<file path="src/rtl/fpcmp_pkg.sv">
package fpcmp_pkg;

    typedef enum logic [2:0] {
        CMP_EQ = 3'd0,
        CMP_NE = 3'd1,
        CMP_LT = 3'd2,
        CMP_LE = 3'd3,
        CMP_GT = 3'd4,
        CMP_GE = 3'd5
    } cmp_cond_e;

    typedef struct packed {
        logic lt;
        logic eq;
        logic gt;
        logic unord;
    } cmp_order_t;

    typedef struct packed {
        logic vld;
        logic res;
    } cmp_stage_t;

endpackage

</file>
<file path="src/rtl/fpcmp_classify.sv">
module fpcmp_classify #(
    parameter int EXP_W  = 8,
    parameter int FRAC_W = 23,
    localparam int MAG_W = EXP_W + FRAC_W,
    localparam int WORD_W = MAG_W + 1
) (
    input  logic [WORD_W-1:0] val,
    output logic              sign,
    output logic [MAG_W-1:0]  mag,
    output logic              is_zero,
    output logic              is_nan
);

    logic exp_ones;

    always_comb begin
        sign     = val[WORD_W-1];
        mag      = val[MAG_W-1:0];
        exp_ones = &val[MAG_W-1:FRAC_W];
        is_zero  = (mag == '0);
        is_nan   = exp_ones && (val[FRAC_W-1:0] != '0);
    end

endmodule

</file>
<file path="src/rtl/fpcmp_order.sv">
module fpcmp_order
    import fpcmp_pkg::*;
#(
    parameter int MAG_W = 31
) (
    input  logic             sign_a,
    input  logic [MAG_W-1:0] mag_a,
    input  logic             zero_a,
    input  logic             nan_a,
    input  logic             sign_b,
    input  logic [MAG_W-1:0] mag_b,
    input  logic             zero_b,
    input  logic             nan_b,
    output cmp_order_t       order
);

    logic mag_lt;
    logic mag_eq;
    logic both_zero;
    logic lt_raw;

    always_comb begin
        mag_lt    = (mag_a < mag_b);
        mag_eq    = (mag_a == mag_b);
        both_zero = zero_a && zero_b;

        if (sign_a == sign_b) begin
            lt_raw = sign_a ? (!mag_lt && !mag_eq) : mag_lt;
        end else begin
            lt_raw = sign_a && !both_zero;
        end

        order.unord = nan_a || nan_b;
        order.eq    = !order.unord && (both_zero || (sign_a == sign_b && mag_eq));
        order.lt    = !order.unord && !order.eq && lt_raw;
        order.gt    = !order.unord && !order.eq && !lt_raw;
    end

endmodule

</file>
<file path="src/rtl/fpcmp_unit.sv">
module fpcmp_unit
    import fpcmp_pkg::*;
#(
    parameter int EXP_W  = 8,
    parameter int FRAC_W = 23,
    localparam int MAG_W  = EXP_W + FRAC_W,
    localparam int WORD_W = MAG_W + 1,
    localparam int N_OPS  = 2
) (
    input  logic              clk,
    input  logic              rst_n,
    input  logic              in_vld,
    input  logic [WORD_W-1:0] op_a,
    input  logic [WORD_W-1:0] op_b,
    input  logic [2:0]        cond_sel,
    output logic              out_vld,
    output logic              result
);

    logic [WORD_W-1:0] ops    [N_OPS];
    logic              sgn    [N_OPS];
    logic [MAG_W-1:0]  mag    [N_OPS];
    logic              zro    [N_OPS];
    logic              nan    [N_OPS];
    cmp_order_t        order;
    cmp_stage_t        stage_d, stage_q;

    assign ops[0] = op_a;
    assign ops[1] = op_b;

    for (genvar gi = 0; gi < N_OPS; gi++) begin : g_cls
        fpcmp_classify #(.EXP_W(EXP_W), .FRAC_W(FRAC_W)) u_cls (
            .val     (ops[gi]),
            .sign    (sgn[gi]),
            .mag     (mag[gi]),
            .is_zero (zro[gi]),
            .is_nan  (nan[gi])
        );
    end

    fpcmp_order #(.MAG_W(MAG_W)) u_ord (
        .sign_a (sgn[0]), .mag_a (mag[0]), .zero_a (zro[0]), .nan_a (nan[0]),
        .sign_b (sgn[1]), .mag_b (mag[1]), .zero_b (zro[1]), .nan_b (nan[1]),
        .order  (order)
    );

    always_comb begin
        stage_d.vld = in_vld;
        stage_d.res = 1'b0;
        if (in_vld) begin
            case (cond_sel)
                CMP_EQ:  stage_d.res = order.eq;
                CMP_NE:  stage_d.res = !order.eq;
                CMP_LT:  stage_d.res = order.lt;
                CMP_LE:  stage_d.res = order.lt || order.eq;
                CMP_GT:  stage_d.res = order.gt;
                CMP_GE:  stage_d.res = order.gt || order.eq;
                default: stage_d.res = 1'b0;
            endcase
        end
    end

    always_ff @(posedge clk) begin
        if (!rst_n) begin
            stage_q <= '0;
        end else begin
            stage_q <= stage_d;
        end
    end

    assign out_vld = stage_q.vld;
    assign result  = stage_q.res;

    AST_ONE_OUTCOME: assert property (@(posedge clk) disable iff (!rst_n)
        $countones({order.lt, order.eq, order.gt, order.unord}) == 1);

    AST_LATENCY: assert property (@(posedge clk) disable iff (!rst_n)
        in_vld |=> out_vld);

    AST_IDLE_LOW: assert property (@(posedge clk) disable iff (!rst_n)
        !in_vld |=> !out_vld && !result);

    AST_BAD_CODE: assert property (@(posedge clk) disable iff (!rst_n)
        (in_vld && cond_sel > 3'd5) |=> !result);

    AST_NAN_UNORDERED: assert property (@(posedge clk) disable iff (!rst_n)
        (in_vld && (nan[0] || nan[1]) && cond_sel <= 3'd5)
            |=> (result == ($past(cond_sel) == CMP_NE)));

    AST_ZERO_EQUAL: assert property (@(posedge clk) disable iff (!rst_n)
        (zro[0] && zro[1]) |-> order.eq);

endmodule

</file>
<file path="config.mk">
export PLATFORM = sky130hd
export DESIGN_NAME = fpcmp_unit
export DESIGN_NICKNAME = d
export VERILOG_FILES = /design/src/rtl/fpcmp_pkg.sv /design/src/rtl/fpcmp_classify.sv /design/src/rtl/fpcmp_order.sv /design/src/rtl/fpcmp_unit.sv
export SDC_FILE = /design/constraint.sdc
export NUM_CORES = 1
export LEC_CHECK = 0
export BUFFER_PORTS_ARGS = -buffer_cell sky130_fd_sc_hd__buf_4
export CELL_PAD_IN_SITES_DETAIL_PLACEMENT = 2
export CELL_PAD_IN_SITES_GLOBAL_PLACEMENT = 2
export CORE_MARGIN = 4
export CORE_UTILIZATION = 22
export CTS_CLUSTER_SIZE = 16
export DETAILED_ROUTE_END_ITERATION = 16
export PLACE_DENSITY = 0.88
export SLEW_MARGIN = 5
export SYNTH_ARGS = -nofsm -noshare
export SYNTH_HDL_FRONTEND = slang
export SYNTH_SLANG_ARGS = --single-unit
</file>
<file path="constraint.sdc">
create_clock -name clk -period 7.5 [get_ports clk]
set_clock_uncertainty 0.1 [all_clocks]
set_input_delay 1.5 -clock clk [delete_from_list [all_inputs] [get_ports clk]]
set_output_delay 1.5 -clock clk [all_outputs]
set_load 0.005 [all_outputs]
</file>
==> impl_metrics.env <==
export IMPL_status="finished, final reports clean"
export IMPL_start_util_pct=23.25
export IMPL_p_leak_nw=0.9154
export IMPL_place_area_sq_mm=0.001744
export IMPL_min_path_type="in -> reg"
export IMPL_fillers=587
export IMPL_drt_iter0_drc=40
export IMPL_areaGrowthSynthToFinish_pct=58.38
export IMPL_synth_fp_nets=264
export IMPL_regArea_sq_um=40.04
export IMPL_max_vdd_ir_drop_mv=0.04324
export IMPL_finalNonFillerCells=304
export IMPL_drv_cap=0
export IMPL_grt_busiest_layer="met2"
export IMPL_critPathMaxStageDelay_ns=0.60
export IMPL_design_core_area_sq_mm=0.004848
export IMPL_rsz0062_at_grt="false"
export IMPL_worstMarginPinSlew_ns=0.5994
export IMPL_clockRootBuffer="clkbuf_8"
export IMPL_maxSlewHeadroom_pct=59.67
export IMPL_met3_usage_pct=1.242
export IMPL_fp_row_count=25
export IMPL_grt_met1_usage_pct=18.90
export IMPL_drc_errors=0
export IMPL_cts_tree="done"
export IMPL_min_delay_worst_endpoint="result"
export IMPL_hold_depth=2
export IMPL_synthFlopType="dfxtp_1"
export IMPL_cts_sinks=2
export IMPL_die_width_um=79.59
export IMPL_postCtsHoldBufs=0
export IMPL_synth_edf_count=0
export IMPL_crit_arrival_ns=3.78
export IMPL_avgViaCountPerCell=4.898
export IMPL_dp_final_hpwl_um=4386
export IMPL_period_share_pct=50.21
export IMPL_multiInputGateArea_sq_um=963.4
export IMPL_grt_pass1_vias=1649
export IMPL_cts_setup_buffers=0
export IMPL_setup_viol=0
export IMPL_num_antenna_cells=0
export IMPL_drtPass1Iterations=4
export IMPL_synthCells=163
export IMPL_grtUsageTotal_pct=15.13
export IMPL_cp_slowest_cell="nor4_1"
export IMPL_synth_top_area_cell="ha_1"
export IMPL_synth_seq_area_share_pct=3.552
export IMPL_min_delay_start="cond_sel[1]"
export IMPL_p_per_area_mw_per_mm2=74.88
export IMPL_hold_viol_final=0
export IMPL_critPathCaptureType="flop"
export IMPL_async_flop_share_pct=0
export IMPL_syn_area_sq_mm=0.001127
export IMPL_crit_type="in -> reg"
export IMPL_ctsResizeCount=0
export IMPL_crit_fanout=4
export IMPL_finalCriticalPeriod_ns=3.766
export IMPL_ys_warn_count=0
export IMPL_wl_um=4667
export IMPL_htree_levels=1
export IMPL_synth_top_area_share_pct=34.41
export IMPL_cp_common_cell="o21ai_0"
export IMPL_clockBufferDepth=2
export IMPL_fin_tns_setup_ns=0
export IMPL_wl_per_cell_um=15.35
export IMPL_antenna_found_initial=0
export IMPL_path_cells="buf_4 -> inv_1 -> ha_1 -> nand4_1 -> nor4_1 -> nand3_1 -> o21bai_1 -> nand2b_1 -> o21ai_0 -> o21ai_0 -> o31ai_1"
export IMPL_numPortBuffers=71
export IMPL_postSynthAreaPerCell_sq_um=6.916
export IMPL_die_area_sq_mm=0.006334
export IMPL_pin_count=72
export IMPL_design_area_sq_mm=0.001785
export IMPL_place_inst=301
export IMPL_synth_cell_types=31
export IMPL_drv_slew=0
export IMPL_layout_nets=340
export IMPL_drive_above_1_share_pct=32.07
export IMPL_critPathLaunchType="input port"
export IMPL_required_ns=7.51
export IMPL_fmax_mhz=265.5
export IMPL_clk_pin_slew_worst_paths_ns=0.03
export IMPL_gp_congestion=0.7587
export IMPL_yosysMostFrequentCell="inv_1"
export IMPL_synth_common_cells="inv_1, ha_1, nor4_1, nand4_1, a21oi_1"
export IMPL_vias=1489
export IMPL_synth_area_leaders="ha_1, inv_1, nor4_1"
export IMPL_cts_inserted_buffers=3
export IMPL_gr_total_overflow=0
export IMPL_use_met2_pct=28.96
export IMPL_die_y_um=79.59
export IMPL_grt_pass1_wl_um=7866
export IMPL_grt_max_degree=5
export IMPL_ys_ff_latch=2
export IMPL_final_antenna_net_count=0
==> worst max path at each step <==
stage / slack [ns] / to / cells after the start / startpoint
after floorplan: 3.89 / result / 10 / op_b[2]
after global placement: 3.68 / result / 10 / op_a[2]
after detailed placement: 3.56 / result / 11 / op_b[29]
after CTS: 3.71 / result / 11 / op_b[29]
after global routing: 3.40 / result / 11 / op_b[29]
final: 3.73 / result / 11 / op_b[29]
==> routing by layer <==
| layer | vias up | part of all wire, % |
|---|---|---|
| met4 | 0 | 0 |
| met1 | 695 | 43 |
| met2 | 40 | 53 |
| li1 | 754 | - |
| met5 | - | 0 |
| met3 | 0 | 4.0 |
==> placed cells by master (no fill, tap or decap), types with 3 or more instances in the layout <==
master,synthesis,layout
a21oi_1,12,12
buf_4,0,71
clkbuf_8,0,3
ha_1,31,31
inv_1,33,33
nand2_1,10,10
nand2b_1,3,3
nand3_1,4,4
nand4_1,14,14
nor2_1,7,7
nor3_1,4,4
nor4_1,15,15
o21ai_0,7,7
==> worst max-delay path, delay by kind of cell <==
family	cells	cell delay [ns]
compound gates	4	0.75
fa+ha+maj	1	0.31
buf+inv	2	0.13
simple gates	4	1.08
==> power breakdown <==
part / internal, W / total [W] / switching, W / leakage, nW
registers: 0.0000114 / 0.0000115 / 0.000000170 / 0.0165
logic: 0.0000436 / 0.0000810 / 0.0000373 / 0.877
clock network: 0.0000338 / 0.0000412 / 0.00000736 / 0.0216
total: 0.0000888 / 0.000134 / 0.0000449 / 0.915
==> stage by stage <==
stage / utilization [%] / hold WS, ns / setup WS (ns) / total power [W]
5_1_grt: 36.83 / 1.425 / 3.396 / 0.0001491
3_5_place_dp: 35.97 / 1.627 / 3.561 / 0.00009382
3_3_place_gp: 35.97 / 1.614 / 3.675 / 0.00008951
4_1_cts: 36.83 / 1.414 / 3.714 / 0.0001362
2_1_floorplan: - / 1.502 / 3.893 / 0.00004552
6_report: 36.83 / 1.411 / 3.734 / 0.0001337
==> logic make-up after synthesis <==
kind of cell / synth area share, %
compound gates: 18.54
flops: 3.552
mux: 0.8879
fa+ha+maj: 34.41
buf+inv: 10.99
simple gates: 30.08
xor+xnor: 1.554
==> final cells by class <==
cell class	count	share of cell area (%)
Clock buffer	3	2.313
Inverter	33	6.938
Multi-Input combinational cell	128	53.96
Sequential cell	2	2.242
Tap cell	67	4.695
Timing Repair Buffer	71	29.85
==> registers in the layout, indices dropped and copies added (netlist names) <==
register and flops:
out_vld 1, result 1
No activity file was read; power rests on OpenSTA's default activity.
